<file path="src/rtl/bch_chien_pkg.sv">
package bch_chien_pkg;

    localparam int GF_M     = 5;
    localparam int CODE_N   = (1 << GF_M) - 1;
    localparam int MAX_T    = 3;
    localparam int STEP_W   = $clog2(CODE_N);
    localparam int CNT_W    = $clog2(CODE_N + 1);

    // low bits of the primitive polynomial x^5 + x^2 + 1
    localparam logic [GF_M-1:0] PRIM_LOW = 5'b00101;

    typedef logic [GF_M-1:0]   gf_t;
    typedef logic [CODE_N-1:0] word_t;

    typedef enum logic [0:0] {ST_IDLE, ST_SCAN} scan_state_e;

    // multiply by alpha
    function automatic gf_t gf_xtime(gf_t a);
        gf_t r;
        r = {a[GF_M-2:0], 1'b0};
        if (a[GF_M-1]) r = r ^ PRIM_LOW;
        return r;
    endfunction

    function automatic gf_t gf_mul(gf_t a, gf_t b);
        gf_t acc;
        gf_t sh;
        acc = '0;
        sh  = a;
        for (int k = 0; k < GF_M; k++) begin
            if (b[k]) acc = acc ^ sh;
            sh = gf_xtime(sh);
        end
        return acc;
    endfunction

    // alpha^e for 0 <= e < CODE_N
    function automatic gf_t gf_apow(int e);
        gf_t r;
        r = gf_t'(1);
        for (int k = 0; k < CODE_N; k++) begin
            if (k < e) r = gf_xtime(r);
        end
        return r;
    endfunction

endpackage

</file>
<file path="src/rtl/chien_term.sv">
module chien_term
    import bch_chien_pkg::*;
#(
    parameter int IDX = 0
) (
    input  logic clk,
    input  logic rst,
    input  logic load,
    input  logic step,
    input  gf_t  coef,
    output gf_t  term
);
    // stepping by alpha^(-IDX) so that step j evaluates at alpha^(-j)
    localparam int  EXP_K  = (CODE_N - (IDX % CODE_N)) % CODE_N;
    localparam gf_t STEP_K = gf_apow(EXP_K);

    gf_t term_q;

    always_ff @(posedge clk) begin
        if (rst)       term_q <= '0;
        else if (load) term_q <= coef;
        else if (step) term_q <= gf_mul(term_q, STEP_K);
    end

    assign term = term_q;

    // a term moves only on load or step
    p_term_hold_r3: assert property (@(posedge clk) disable iff (rst)
        (!load && !step) |=> $stable(term_q));

endmodule

</file>
<file path="src/rtl/chien_ctrl.sv">
module chien_ctrl
    import bch_chien_pkg::*;
#(
    parameter int LEN = CODE_N
) (
    input  logic              clk,
    input  logic              rst,
    input  logic              start,
    output logic              load,
    output logic              scan,
    output logic              last,
    output logic [STEP_W-1:0] pos
);
    scan_state_e       st_q;
    logic [STEP_W-1:0] pos_q;

    assign load = start && (st_q == ST_IDLE);
    assign scan = (st_q == ST_SCAN);
    assign last = scan && (pos_q == STEP_W'(LEN - 1));
    assign pos  = pos_q;

    always_ff @(posedge clk) begin
        if (rst) begin
            st_q  <= ST_IDLE;
            pos_q <= '0;
        end else begin
            unique case (st_q)
                ST_IDLE: begin
                    if (start) begin
                        st_q  <= ST_SCAN;
                        pos_q <= '0;
                    end
                end
                ST_SCAN: begin
                    if (last) st_q <= ST_IDLE;
                    else      pos_q <= pos_q + 1'b1;
                end
                default: st_q <= ST_IDLE;
            endcase
        end
    end

    // the walk never leaves the code length
    p_pos_range_r3: assert property (@(posedge clk) disable iff (rst)
        scan |-> (int'(pos_q) < LEN));

    // an accepted start begins the walk at bit 0
    p_load_enter_r2: assert property (@(posedge clk) disable iff (rst)
        load |=> (scan && pos_q == '0));

    // the final position returns the sequencer to idle
    p_scan_exit_r2: assert property (@(posedge clk) disable iff (rst)
        last |=> (st_q == ST_IDLE));

endmodule

</file>
<file path="src/rtl/chien_fix.sv">
module chien_fix
    import bch_chien_pkg::*;
#(
    parameter int NC = MAX_T + 1
) (
    input  logic                     clk,
    input  logic                     rst,
    input  logic                     load,
    input  logic                     scan,
    input  logic                     last,
    input  logic [STEP_W-1:0]        pos,
    input  word_t                    rx_word,
    input  logic [NC-1:0][GF_M-1:0]  coef_in,
    input  logic [NC-1:0][GF_M-1:0]  terms,
    output logic                     done,
    output word_t                    word_out,
    output logic                     unc
);
    word_t            buf_q;
    word_t            mask_q;
    word_t            mask_next;
    word_t            word_q;
    logic [CNT_W-1:0] cnt_q;
    logic [CNT_W-1:0] cnt_next;
    logic [CNT_W-1:0] deg_q;
    logic [CNT_W-1:0] deg_in;
    logic             done_q;
    logic             unc_q;
    gf_t              sum;
    logic             hit;

    always_comb begin
        deg_in = '0;
        for (int i = 1; i < NC; i++) begin
            if (coef_in[i] != '0) deg_in = CNT_W'(i);
        end
    end

    always_comb begin
        sum = '0;
        for (int i = 0; i < NC; i++) sum = sum ^ terms[i];
    end

    assign hit       = scan && (sum == '0);
    assign cnt_next  = cnt_q + CNT_W'(hit);
    assign mask_next = mask_q | (word_t'(hit) << pos);

    always_ff @(posedge clk) begin
        if (rst) begin
            buf_q  <= '0;
            mask_q <= '0;
            cnt_q  <= '0;
            deg_q  <= '0;
            word_q <= '0;
            unc_q  <= 1'b0;
            done_q <= 1'b0;
        end else begin
            done_q <= 1'b0;
            if (load) begin
                buf_q  <= rx_word;
                mask_q <= '0;
                cnt_q  <= '0;
                deg_q  <= deg_in;
            end else if (scan) begin
                mask_q <= mask_next;
                cnt_q  <= cnt_next;
                if (last) begin
                    done_q <= 1'b1;
                    unc_q  <= (cnt_next != deg_q);
                    word_q <= (cnt_next == deg_q) ? (buf_q ^ mask_next) : buf_q;
                end
            end
        end
    end

    assign done     = done_q;
    assign word_out = word_q;
    assign unc      = unc_q;

    // done never lasts two cycles
    p_done_pulse_r8: assert property (@(posedge clk) disable iff (rst)
        done_q |=> !done_q);

    // the buffered word is frozen across a running search
    p_buf_frozen_r6: assert property (@(posedge clk) disable iff (rst)
        scan |=> $stable(buf_q));

    // a flagged result is the buffered word itself
    p_passthru_r5: assert property (@(posedge clk) disable iff (rst)
        (done_q && unc_q) |-> (word_q == buf_q));

    // a corrected result differs in exactly degree-many bits
    p_flip_count_r4: assert property (@(posedge clk) disable iff (rst)
        (done_q && !unc_q) |-> ($countones(word_q ^ buf_q) == int'(deg_q)));

    // outputs change only on the closing step
    p_hold_r7: assert property (@(posedge clk) disable iff (rst)
        !last |=> ($stable(word_q) && $stable(unc_q)));

endmodule

</file>
<file path="src/rtl/chien_correct.sv">
module chien_correct
    import bch_chien_pkg::*;
#(
    parameter int T_CORR = MAX_T
) (
    input  logic                          clk,
    input  logic                          rst,
    input  logic                          start,
    input  logic [(T_CORR+1)*GF_M-1:0]    locator,
    input  logic [CODE_N-1:0]             rx_word,
    output logic                          done,
    output logic [CODE_N-1:0]             word_out,
    output logic                          uncorrectable
);
    localparam int NC = T_CORR + 1;

    logic                     load;
    logic                     scan;
    logic                     last;
    logic [STEP_W-1:0]        pos;
    logic [NC-1:0][GF_M-1:0]  coefs;
    logic [NC-1:0][GF_M-1:0]  terms;

    chien_ctrl #(.LEN(CODE_N)) u_ctrl (
        .clk   (clk),
        .rst   (rst),
        .start (start),
        .load  (load),
        .scan  (scan),
        .last  (last),
        .pos   (pos)
    );

    for (genvar g = 0; g < NC; g++) begin : g_term
        assign coefs[g] = locator[g*GF_M +: GF_M];

        chien_term #(.IDX(g)) u_term (
            .clk  (clk),
            .rst  (rst),
            .load (load),
            .step (scan),
            .coef (coefs[g]),
            .term (terms[g])
        );
    end

    chien_fix #(.NC(NC)) u_fix (
        .clk      (clk),
        .rst      (rst),
        .load     (load),
        .scan     (scan),
        .last     (last),
        .pos      (pos),
        .rx_word  (rx_word),
        .coef_in  (coefs),
        .terms    (terms),
        .done     (done),
        .word_out (word_out),
        .unc      (uncorrectable)
    );

    // a start during a search does not restart it
    p_busy_start_r6: assert property (@(posedge clk) disable iff (rst)
        (scan && !last && start) |=> scan);

endmodule

</file>
<file path="config.mk">
export PLATFORM = sky130hd
export DESIGN_NAME = chien_correct
export DESIGN_NICKNAME = d
export VERILOG_FILES = /design/src/rtl/bch_chien_pkg.sv /design/src/rtl/chien_term.sv /design/src/rtl/chien_ctrl.sv /design/src/rtl/chien_fix.sv /design/src/rtl/chien_correct.sv
export SDC_FILE = /design/constraint.sdc
export NUM_CORES = 1
export LEC_CHECK = 0
export CORE_ASPECT_RATIO = 1.25
export CORE_UTILIZATION = 55
export CTS_CLUSTER_SIZE = 8
export DETAILED_ROUTE_END_ITERATION = 10
export DONT_BUFFER_PORTS = 1
export GPL_ROUTABILITY_DRIVEN = 0
export PLACE_DENSITY = 0.75
export SYNTH_ARGS = -nofsm -noshare
export SYNTH_HDL_FRONTEND = slang
export SYNTH_HIERARCHICAL = 1
export SYNTH_SLANG_ARGS = --single-unit
</file>
<file path="constraint.sdc">
create_clock -name clk -period 4.2 [get_ports clk]
set_clock_uncertainty 0.2 [all_clocks]
set_input_delay 0.42 -clock clk [delete_from_list [all_inputs] [get_ports clk]]
set_output_delay 0.42 -clock clk [all_outputs]
set_load 0.01 [all_outputs]
</file>
# == Word-level counts from Yosys, hierarchy flattened ==
# Index checks and enable logic that the tools add are counted.
# totals
elab_cells,128
regBits,131
in_bits,54
output_inout_bits,33
# op_classes
shifts,1
n_eq_ne,5
reduce_logical,12
addsub,2
n_mux,73
n_bitwise,22
# op_table
op,count
$mux 5,55
$xor 5x5->5,7
$mux 3,11
$mux 31,1
$or 31x31->31,1
$shl 1x5->31,1
$xor 31x31->31,1
$not 2->2,11
$reduce_bool 5->1,3
$pmux 5 s2,1
$add 5x1->5,1
$add 5x1->5 const B,1
$eq 5x5->1,1
$eq 5x5->1 const B,1
$logic_not 5->1,1
$ne 5x5->1,1
$mux 1,4
$ne 2x2->1 const B,2
$logic_and 1x1->1,3
$reduce_and 3->1,1
$reduce_or 3->1,1
$not 1->1,2
$pmux 1 s2,1
$reduce_and 2->1,1
other kinds (2),2

# == Logic depth before layout (Yosys ltp) ==
# Gate-level depths: netlist of run 1.
# depth
word_depth,23
depth_mapped,16
ltp_nobuf,12

# == Cells and area by module ==
# Netlist of run 1, hierarchy kept.
# by_module_without_submodules
mod,seq_area_each_um2,area_per_inst_um2,cells_each,n_inst
chien_fix,2042.0,5290.1,628,1
chien_ctrl,120.1,322.8,37,1
chien_term (g_term[2].u_term),100.1,274.0,25,1
chien_term (g_term[3].u_term),100.1,271.5,29,1
chien_term (g_term[1].u_term),100.1,250.2,24,1
chien_term (g_term[0].u_term),100.1,180.2,16,1

# == Least setup slack after synthesis of run 1 ==
# No wires, ideal clock.
# synth_path
path_type,reg2reg
from,reg g_term[3].u_term.term_q[1]
to,"reg u_fix.word_q[10], in the netlist u_fix/word_out[10]"
path_buffers,4
setup_slack_ns,0.376
period_less_slack_ns,3.824
required_ns,3.936
arrival_time_ns,3.560
stages_incl_launch_ff,17
setup_ns,0.064
path_cell_list,dfxtp_1 > xnor2_1 > xnor2_1 > nor3_2 > buf_2 > buf_1 > and3_1 > ha_1 > ha_1 > and2_4 > a21oi_1 > o32a_1 > or3_1 > buf_2 > buf_6 > or4_1 > nand4_1
# synth_via
elab_chain_len,7
word_cells_on_any_way,9
cone_classes,add/sub (1); eq/ne (1); shift (1); mux (1); bitwise (3); reduce/logical (2)
# synth_lines
element,line_no,rtl
from (decl),chien_term.sv:17,gf_t term_q;
from (signal assigned),chien_term.sv:21,else if (load) term_q <= coef;
from (signal assigned),chien_term.sv:22,"else if (step) term_q <= gf_mul(term_q, STEP_K);"
$xor 5x5->5 (*),chien_fix.sv:41,for (int i = 0; i < NC; i++) sum = sum ^ terms[i];
$logic_not 5->1 (*),chien_fix.sv:44,assign hit = scan && (sum == '0);
$logic_and 1x1->1 (*),chien_fix.sv:44,
branches (longest 3 deep; another with $add 5x1->5),-,
$mux 31 (*),chien_fix.sv:70,word_q <= (cnt_next == deg_q) ? (buf_q ^ mask_next) : buf_q;
to (signal assigned),chien_fix.sv:70,
to (decl),chien_fix.sv:22,word_t word_q;
# Every way passes the cells marked *.
# A chain may end at the register's enable or synchronous reset.

# == Worst setup path after layout of run 1 ==
# layout_path
from,reg g_term[1].u_term.term_q[0]
to,"reg u_fix.word_q[6], in the netlist u_fix/word_out[6]"
# layout_via
elab_chain_len,9
word_cells_on_any_way,11
cone_classes,add/sub (1); eq/ne (1); shift (1); mux (1); bitwise (5); reduce/logical (2)
# layout_lines
element,line_no
from (decl),chien_term.sv:17
from (signal assigned),chien_term.sv:21
from (signal assigned),chien_term.sv:22
$xor 5x5->5 (*) (3 in a row),chien_fix.sv:41
$logic_not 5->1 (*),chien_fix.sv:44
$logic_and 1x1->1 (*),chien_fix.sv:44
branches (longest 3 deep; another with $add 5x1->5),-
$mux 31 (*),chien_fix.sv:70
# Marks and branches as above.

==> results of run 1 <==
==> Yosys cell counts, drive strengths merged (2+ instances only) <==
cell,count,area share (%)
dfxtp,128,39
nor2,105,6.0
nand2,70,4.0
mux2i,68,10
a31oi,41,3.9
nand3b,38,4.3
clkbuf,28,1.6
buf,26,2.4
nor2b,25,2.5
a21oi,19,1.5
or4,19,2.2
nand4,15,1.4
xnor2,15,2.0
nor3b,14,1.7
mux2,13,2.2
o211ai,13,1.5
a211oi,12,1.4
o21ai,11,0.84
inv,10,0.57
nand3,10,0.84
xor2,9,1.2
a31o,7,0.93
and2,7,0.72
nand4b,6,0.80
and3,5,0.47
nand2b,5,0.47
o21a,5,0.57
ha,4,0.76
nor3,4,0.38
or3,4,0.40
or3b,3,0.40
a2111oi,2,0.46
a211o,2,0.27
and4b,2,0.30
o311a,2,0.30
o31ai,2,0.23
or4b,2,0.30
==> layer usage <==
metal	global-route usage, %	vias up	wire length, um
met5	0	-	0
met2	49.1	229	8630
met1	32.5	2794	6940
met4	12.3	0	476
met3	7.97	40	1240
li1	-	2769	-
==> worst max-delay path, delay by kind of cell, from the launching register on <==
kind	cells	cell delay [ns]
fa+ha+maj	2	0.48
compound gates	2	0.39
xor+xnor	2	0.58
flops	1	0.43
simple gates	6	1.83
==> logic make-up (layout without fill, tap and decap cells) <==
| kind of cell | Yosys count | in the layout | share of synthesized area [%] |
|---|---|---|---|
| AOI/OAI and AO/OA | 120 | 120 | 12.4 |
| xor gates and xnor gates | 24 | 24 | 3.19 |
| adders and majority gates | 4 | 4 | 0.760 |
| buffers and inverters | 64 | 96 | 4.56 |
| DFF | 128 | 128 | 38.9 |
| muxes | 81 | 81 | 12.6 |
| and+or+nand+nor | 338 | 338 | 27.7 |
==> layout by cell type, fill, tap and decap left out, drive strengths merged, types with 12 or more instances in the layout <==
| cell type | synthesis | layout |
|---|---|---|
| nand4 | 15 | 15 |
| clkbuf | 28 | 23 |
| a21oi | 19 | 19 |
| dfxtp | 128 | 128 |
| nand2 | 70 | 70 |
| dlygate4sd3 | 0 | 47 |
| or4 | 19 | 19 |
| nor2b | 25 | 25 |
| a31oi | 41 | 41 |
| nor3b | 14 | 14 |
| nor2 | 105 | 105 |
| nand3b | 38 | 38 |
| a211oi | 12 | 12 |
| o211ai | 13 | 13 |
| mux2 | 13 | 13 |
| xnor2 | 15 | 15 |
| mux2i | 68 | 68 |
==> power by group <==
| part | internal, mW | switching [mW] |
|---|---|---|
| logic | 0.159 | 0.208 |
| clock network | 0.938 | 0.514 |
| registers | 1.25 | 0.0453 |
| total | 2.35 | 0.767 |
==> worst paths after layout <==
path              slack (ns)  depth (start not counted)                             end                                   from
setup / recovery        0.23                         12  u_fix/word_out[6]$_SDFFE_PP0P_  g_term[1].u_term/term[0]$_SDFFE_PP0P_
hold / removal          0.02                          2      u_ctrl/pos[0]$_SDFFE_PP0P_                                  start
setup reg to reg        0.23                         12  u_fix/word_out[6]$_SDFFE_PP0P_  g_term[1].u_term/term[0]$_SDFFE_PP0P_
hold reg to reg         0.28                          2   u_fix/mask_q[27]$_SDFFE_PP0P_          u_fix/mask_q[27]$_SDFFE_PP0P_
==> layout make-up <==
| class | count | area, um2 |
|---|---|---|
| flip-flops and latches | 128 | 2560 |
| clock buffers | 23 | 498 |
| multi-input cells | 567 | 3740 |
| well taps | 161 | 201 |
| repair buffers | 58 | 586 |
| inverters | 10 | 37.5 |
| fillers | 936 | 3920 |
| clock inverters | 5 | 80.1 |
==> flip-flops by register name, summed over array words and instances, names as in the netlist <==
signal,count
u_ctrl/scan,1
u_fix/deg_q,2
u_fix/mask_q,31
u_fix/cnt_q,5
u_ctrl/pos,5
u_fix/done,1
u_fix/word_out,31
u_fix/unc,1
u_fix/buf_q,31
g_term.u_term/term,20
==> timing repair <==
item,CTS,global route
endpoints found under the hold margin,60,0
setup buffers,0,0
hold buffers,48,0
==> metrics by stage <==
step | worst slack (ns) | instances | cell area [um2] | util (%) | power (mW)
floorplan | 0.376 | 759 | 6590 | - | 1.56
global placement | 0.471 | 876 | 6630 | 57.0 | 1.62
detailed placement | 0.335 | 876 | 6630 | 57.0 | 1.63
CTS | 0.279 | 952 | 7700 | 66.3 | 3.13
global route | 0.0303 | 952 | 7700 | 66.3 | 3.23
finish | 0.233 | 952 | 7700 | 66.3 | 3.12
==> results.toml, run 1 <==
[run_status]
status = "finished, final reports clean"

[logic_synthesis]
synth_cells = 759
synth-edff-count = 0
ys.flop_type = "dfxtp_1"
yosysWarnings = 6
syn_nets = 817
ys_seq_area_share_pct = 38.9
syn-cell-area_um2 = 6590
postSynthAreaPerCell_um2 = 8.68
async_reset_ff_share_pct = 0
ys_types = 60
ys_seq_elements = 128

[drt]
drc_errors = 0
ant_nets = 0
dr.pass1.iters = 5
drt_iter0_drc = 423
via_per_inst = 6.13
drt_wl_total_um = 17300
vias = 5832
post_drt_wl_per_cell_um = 18.1

[worst_hold_path]
hold_class = "input port to register"

[setup_path]
slowest_delay_ns = 0.65
path_class = "register to register"
cp-end-kind = "register"
crit_fanout = 19
crit_path_top_delay_cell = "or3_1"
crit_chain = "xnor2_1 -> xnor2_1 -> nor2b_1 -> and3_1 -> ha_1 -> ha_1 -> nor2_1 -> a21oi_1 -> o32a_1 -> or3_1 -> or4_1 -> nand4b_1"
critPathArrivalTime_ns = 4.12
required_ns = 4.35
crit_path_start_kind = "register"

[grt]
antenna_found_initial = 0
grt_pass1_vias = 5716
grt_pass1_wl_um = 28000
grt_usage_pct = 28.5
grt_max_degree = 71
overflow = 0

[sta]
whs_ns = 0.0157
fin_crit_ns = 3.97
setup_tns_ns = 0
fin_crit_sh_pct = 94.4
drv_slew = 0
hold_violations = 0
slew_headroom_pct = 36.0
fmax_ghz = 0.252
finalSetupViolations = 0
grt_setup_unrepaired = "no"
tightest_slew_ns = 0.960

[finish]
antenna_cells = 0
drive_gt1_share_pct = 9.73
area_growth_pct = 16.9
nets = 840

[clocking]
clk_latency_ns = 0.41
cts_tree = "yes"
cts.htree.levels = 4
cts_buffers = 17
cts_num_sinks = 128
clk_path_buf_depth = 2
cts_resized = 0
path_clk_slew_ns = 0.06
cts-root-buf = "clkbuf_16"

[die]
die_area_um2 = 12400
row_count = 44
dieWidth_um = 99.9
ios = 87
start_util_pct = 56.7
design.core.area_um2 = 11600
die-height_um = 124

[pwr]
leakage_nw = 2.83
powerDensity_nw_per_um2 = 405
max-vdd-ir-drop_mv = 0.288

[place]
io_buffer_count = 0
dp_hpwl_um = 10900

[job]
drv_cap = 0
Note: power is estimated with default switching activity, not from simulation.
==> run 2: changes to the inputs <==
CTS_CLUSTER_SIZE = 25   (was 8)
==> results of run 2 <==
Same layout as run 1: the final DEF is identical, and so are final timing and power.
